[src/rtl/promPkg.sv]
package promPkg;

  typedef enum logic [2:0] {
    MD_STANDBY,
    MD_DISABLE,
    MD_READ,
    MD_PROG,
    MD_VERIFY,
    MD_INHIBIT,
    MD_SWEEP
  } promMode_t;

  // Strobes from the control decoder to the storage datapath
  typedef struct packed {
    logic wrEn;   // AND-program the addressed byte
    logic clrEn;  // load ones at the sweep address
    logic rdEn;   // drive the output next cycle
    logic idSel;  // drive an identification byte instead of the array
  } promStrb_t;

endpackage

[src/rtl/promCtrl.sv]
module promCtrl
  import promPkg::*;
#(
  parameter int ADDR_W = 8
) (
  input  logic              clk,
  input  logic              rstN,
  input  logic              ceN,
  input  logic              oeN,
  input  logic              progHi,
  input  logic              idHi,
  input  logic              eraseReq,
  input  logic [ADDR_W-2:0] addrUpper,
  output promStrb_t         strb,
  output logic [ADDR_W-1:0] sweepAddr,
  output logic              eraseBusy
);

  promMode_t mode;
  logic      ceNPrev;
  logic      busyQ;

  always_comb begin
    if (busyQ)        mode = MD_SWEEP;
    else if (!progHi) mode = ceN ? MD_STANDBY : (oeN ? MD_DISABLE : MD_READ);
    else              mode = ceN ? MD_INHIBIT : (oeN ? MD_PROG : MD_VERIFY);
  end

  always_comb begin
    strb       = '0;
    strb.clrEn = busyQ;
    strb.wrEn  = (mode == MD_PROG) && ceNPrev;
    strb.rdEn  = (mode == MD_READ) || (mode == MD_VERIFY);
    strb.idSel = (mode == MD_READ) && idHi && (addrUpper == '0);
  end

  always_ff @(posedge clk or negedge rstN) begin
    if (!rstN) begin
      busyQ     <= 1'b1;
      sweepAddr <= '0;
      ceNPrev   <= 1'b1;
    end else begin
      ceNPrev <= ceN;
      if (busyQ) begin
        sweepAddr <= sweepAddr + 1'b1;
        if (&sweepAddr) busyQ <= 1'b0;
      end else if (eraseReq) begin
        busyQ     <= 1'b1;
        sweepAddr <= '0;
      end
    end
  end

  assign eraseBusy = busyQ;

endmodule

[src/rtl/promArray.sv]
module promArray
  import promPkg::*;
#(
  parameter int                ADDR_W = 8,
  parameter int                DATA_W = 8,
  parameter logic [DATA_W-1:0] MFR_ID = 'h8F,
  parameter logic [DATA_W-1:0] DEV_ID = 'h04
) (
  input  logic              clk,
  input  logic              rstN,
  input  promStrb_t         strb,
  input  logic [ADDR_W-1:0] addr,
  input  logic [ADDR_W-1:0] sweepAddr,
  input  logic [DATA_W-1:0] dataIn,
  output logic [DATA_W-1:0] dataOut,
  output logic              outEn
);

  localparam int DEPTH = 1 << ADDR_W;

  logic [DATA_W-1:0] cells [DEPTH];
  logic [DATA_W-1:0] idByte;
  logic [DATA_W-1:0] rdByte;

  always_ff @(posedge clk) begin
    if (strb.clrEn)     cells[sweepAddr] <= '1;
    else if (strb.wrEn) cells[addr]      <= cells[addr] & dataIn;
  end

  always_comb begin
    idByte = addr[0] ? DEV_ID : MFR_ID;
    rdByte = strb.idSel ? idByte : cells[addr];
  end

  always_ff @(posedge clk or negedge rstN) begin
    if (!rstN) begin
      outEn   <= 1'b0;
      dataOut <= '0;
    end else begin
      outEn   <= strb.rdEn;
      dataOut <= strb.rdEn ? rdByte : '0;
    end
  end

endmodule

[src/rtl/promCore.sv]
module promCore
  import promPkg::*;
#(
  parameter int                ADDR_W = 8,
  parameter int                DATA_W = 8,
  parameter logic [DATA_W-1:0] MFR_ID = 'h8F,
  parameter logic [DATA_W-1:0] DEV_ID = 'h04
) (
  input  logic              clk,
  input  logic              rstN,
  input  logic              ceN,
  input  logic              oeN,
  input  logic              progHi,
  input  logic              idHi,
  input  logic              eraseReq,
  input  logic [ADDR_W-1:0] addr,
  input  logic [DATA_W-1:0] dataIn,
  output logic [DATA_W-1:0] dataOut,
  output logic              outEn,
  output logic              eraseBusy
);

  promStrb_t         strb;
  logic [ADDR_W-1:0] sweepAddr;

  promCtrl #(.ADDR_W(ADDR_W)) u_ctrl (
    .clk       (clk),
    .rstN      (rstN),
    .ceN       (ceN),
    .oeN       (oeN),
    .progHi    (progHi),
    .idHi      (idHi),
    .eraseReq  (eraseReq),
    .addrUpper (addr[ADDR_W-1:1]),
    .strb      (strb),
    .sweepAddr (sweepAddr),
    .eraseBusy (eraseBusy)
  );

  promArray #(
    .ADDR_W (ADDR_W),
    .DATA_W (DATA_W),
    .MFR_ID (MFR_ID),
    .DEV_ID (DEV_ID)
  ) u_array (
    .clk       (clk),
    .rstN      (rstN),
    .strb      (strb),
    .addr      (addr),
    .sweepAddr (sweepAddr),
    .dataIn    (dataIn),
    .dataOut   (dataOut),
    .outEn     (outEn)
  );

endmodule

[config.mk]
export PLATFORM = sky130hd
export DESIGN_NAME = promCore
export DESIGN_NICKNAME = d
export VERILOG_FILES = /design/src/rtl/promPkg.sv /design/src/rtl/promCtrl.sv /design/src/rtl/promArray.sv /design/src/rtl/promCore.sv
export SDC_FILE = /design/constraint.sdc
export NUM_CORES = 2
export LEC_CHECK = 0
export BUFFER_PORTS_ARGS = -buffer_cell sky130_fd_sc_hd__buf_4
export CAP_MARGIN = 10
export CORE_UTILIZATION = 53
export CTS_CLUSTER_SIZE = 8
export DETAILED_ROUTE_END_ITERATION = 8
export GPL_ROUTABILITY_DRIVEN = 0
export PLACE_DENSITY = 0.77
export SYNTH_ARGS = -nofsm -noshare
export SYNTH_HDL_FRONTEND = slang
export SYNTH_SLANG_ARGS = --single-unit
[constraint.sdc]
create_clock -name clk -period 8.9 [get_ports clk]
set_clock_uncertainty 0.05 [all_clocks]
set_input_delay 0.445 -clock clk [delete_from_list [all_inputs] [get_ports clk]]
set_output_delay 0.445 -clock clk [all_outputs]
set_load 0.1 [all_outputs]
==> flow_metrics.py <==
metrics = {
    "worst_hold_path": {
        "hp-class": "in -> reg",
        "min_to": "u_ctrl.ceNPrev$_DFF_PN1_",
        "worstHoldStart": "ceN",
        "holdPathStages": 2,
    },
    "synth": {
        "yosys.cell_count.top_type": "edfxtp_1",
        "synthAdderAreaFrac": 0.000154,
        "synthMuxAreaShare": 0.146,
        "synth_flop_cell": "edfxtp_1",
        "netlist.area_leader.share": 0.758,
        "syn-cell-area_um2": 81100,
        "synth_xor_area_frac": 0.000432,
        "ys_warn_count": 0,
        "synth_top_family_by_area": "multiplexers",
        "ys_ff_latch": 2067,
        "syn_inst": 4001,
        "synth-compound-area-share": 0.0375,
        "synth_area_leaders": "edfxtp_1 (76%), mux4_2 (11%), mux2i_1 (2.9%)",
        "synth_nets": 4025,
        "synthSimpleGateAreaFrac": 0.0326,
        "synth-edff-count": 2048,
        "synth_common_cells": "edfxtp_1 (2,048), mux4_2 (411), nor2_1 (298), mux2i_1 (236), clkbuf_1 (101)",
        "synth.largest_area_cell": "edfxtp_1",
        "async_flop_share": 0.00919,
        "synth.avg_cell_area_um2": 20.3,
        "yosysUniqueCellTypes": 80,
        "yosysSeqAreaShare": 0.764,
    },
    "floorplanning": {
        "rows": 143,
        "fp.dieArea_um2": 155000,
        "die_w_um": 393,
        "initial_core_util": 0.534,
        "core_area_um2": 152000,
        "die_h_um": 393,
        "io_pins": 33,
    },
    "critical_path": {
        "rr_endpoint": "u_array.cells[153][0]$_DFFE_PP_",
        "cp.required_ns": 9.42,
        "cp-end-kind": "flip-flop",
        "r2r_start": "u_array.cells[145][0]$_DFFE_PP_",
        "r2r_cells": 9,
        "worstSetupStartpointType": "primary input",
        "critical_path_class": "in -> reg",
        "crit_fanout": 69,
        "rrSetupSlack_ns": 4.03,
        "arrival_ns": 6.16,
    },
    "global_route": {
        "grt_pass1_wl_um": 310000,
        "overflow": 0,
        "grt_use_total": 0.288,
        "grt_pass1_vias": 42600,
        "antenna_found_initial": 10,
        "grt_start_max_net_pins": 182,
    },
    "cells_and_area": {
        "final.fill_count": 10000,
        "syn2layout_area_growth_pct": 12.9,
        "regArea_um2": 62000,
        "final_net_count": 4220,
        "drive_gt1_frac": 0.220,
        "multi_input_area_um2": 17700,
        "finish.utilization": 0.603,
    },
    "routing": {
        "vias": 43600,
        "dr.pass1.iters": 8,
        "drt_iter0_drc": 7499,
        "ant_nets": 0,
        "viasPerCell": 6.95,
        "drc": 0,
        "drt-total-wl_um": 221000,
        "wire_per_inst_um": 35.3,
    },
    "timing": {
        "slew_headroom": 0.104,
        "tns_ns": 0,
        "setup_ws_ns": 3.26,
        "tightest_slew_ns": 1.33,
        "rsz0062_at_grt": "false",
        "timing.final.crit_share": 0.634,
        "fin_hold_ws_ns": 0.159,
        "drv_slew": 0,
        "fmax_mhz": 177,
        "hold_violations": 0,
        "layout_min_cycle_time_ns": 5.64,
        "setup_viol": 0,
    },
    "placed_design": {
        "port_buffers": 32,
        "hpwl_um": 126000,
        "pre_cts_slack_ns": 2.66,
    },
    "run_status": {
        "status": "complete, no violations",
    },
    "run": {
        "cap_violations": 0,
    },
    "clocking": {
        "path_clk_slew_ns": 0.05,
        "clock_path_buffers": 4,
        "cts_tree": "yes",
        "worstSkewPairLatency_ns": 0.92,
        "htree_levels": 5,
        "numCtsBuffers": 308,
        "clock-sinks": 2067,
        "cts_root_buf": "clkbuf_16",
    },
    "pwr": {
        "p_leak_uw": 0.0306,
        "power.density_nw_per_um2": 243,
        "power_uw": 22300,
        "ir_drop_mv": 0.215,
    },
}
sequential cells by signal, summed over array words and instances, names as in the netlist:
register	cells
u_array.cells	2048
u_array.dataOut	8
u_array.outEn	1
u_ctrl.sweepAddr	8
u_ctrl.ceNPrev	1
u_ctrl.eraseBusy	1
where the power goes:
group	leakage, uW	total (uW)	internal [uW]	switching (uW)
logic	0.00640	1410	392	1010
registers	0.0202	10800	10700	68.0
clock network	0.00393	10100	6200	3870
area by class of cell:
| cell class | instances | area share |
|---|---|---|
| clock inverter | 5 | 0.000424 |
| inverter | 16 | 0.000683 |
| multi-input combinational | 1677 | 0.194 |
| timing repair buffer | 126 | 0.0133 |
| tap | 2030 | 0.0277 |
| sequential | 2067 | 0.677 |
| clock buffer | 342 | 0.0872 |
| antenna | 4 | 0.000109 |
critical path, cell delays in order:
cell and delay (ns):
buf_6 0.39, buf_4 0.55, nor2b_4 0.27, buf_4 0.36, a221oi_1 0.40, a21oi_1 0.12, o311ai_1 0.87, o32ai_1 0.21
nor2_1 0.26, a311o_2 0.68, buf_4 0.67, buf_4 0.68
cells in the final DEF, fill, tap and decap left out, types with 37 or more instances in the layout:
cell / netlist / layout
clkbuf_16: 0 / 315
nand2b_1: 39 / 37
nor2_1: 298 / 296
a21oi_1: 84 / 84
nor3_1: 43 / 42
buf_4: 14 / 100
mux4_2: 411 / 411
a221oi_1: 40 / 40
mux2i_1: 236 / 236
nand2_1: 80 / 79
o22ai_1: 43 / 43
a22oi_1: 73 / 73
edfxtp_1: 2048 / 2048
worst max path at each step:
| stage | slack (ns) | end | depth (start not counted) | start |
|---|---|---|---|---|
| 6_report | 3.26 | u_array.cells[153][0]$_DFFE_PP_ | 12 | addr[2] |
| 5_1_grt | 3.14 | u_array.cells[150][0]$_DFFE_PP_ | 12 | addr[2] |
| 4_1_cts | 3.54 | u_array.cells[148][0]$_DFFE_PP_ | 12 | addr[2] |
| 3_5_place_dp | 2.66 | u_array.cells[152][0]$_DFFE_PP_ | 12 | addr[2] |
| 3_3_place_gp | 2.79 | u_array.cells[204][0]$_DFFE_PP_ | 12 | addr[2] |
| 2_1_floorplan | 1.81 | u_array.cells[0][7]$_DFFE_PP_ | 10 | addr[0] |
logic make-up (layout without fill, tap and decap cells):
family                   after synthesis  in the layout
multiplexers                         667            667
AO/OA/AOI/OAI                        425            425
AND/OR/NAND/NOR                      580            580
XOR/XNOR                               4              4
buffers and inverters                257            489
flip-flops                          2067           2067
adder cells (fa/ha/maj)                1              1
other                                  0              4
per-stage QoR:
step | instance area, um^2 | std cells
after global placement | 83400 | 5908
after floorplan | 81100 | 4001
after global routing | 91600 | 6263
final | 91600 | 6267
after CTS | 91500 | 6260
after detailed placement | 83400 | 5908
per-layer routing:
| metal | part of all wire | GRT usage | wire, um |
|---|---|---|---|
| met3 | 0.15 | 0.102 | 33200 |
| met1 | 0.35 | 0.386 | 76800 |
| met5 | 0.00047 | 0 | 103 |
| met4 | 0.050 | 0.133 | 11100 |
| met2 | 0.45 | 0.425 | 99700 |
repair_timing:
item,CTS,global route
hold endpoints to repair,29,0
setup buffers,0,0
gates resized for setup,0,0
hold buffers,5,0
Power figures use the tool's default switching activity.
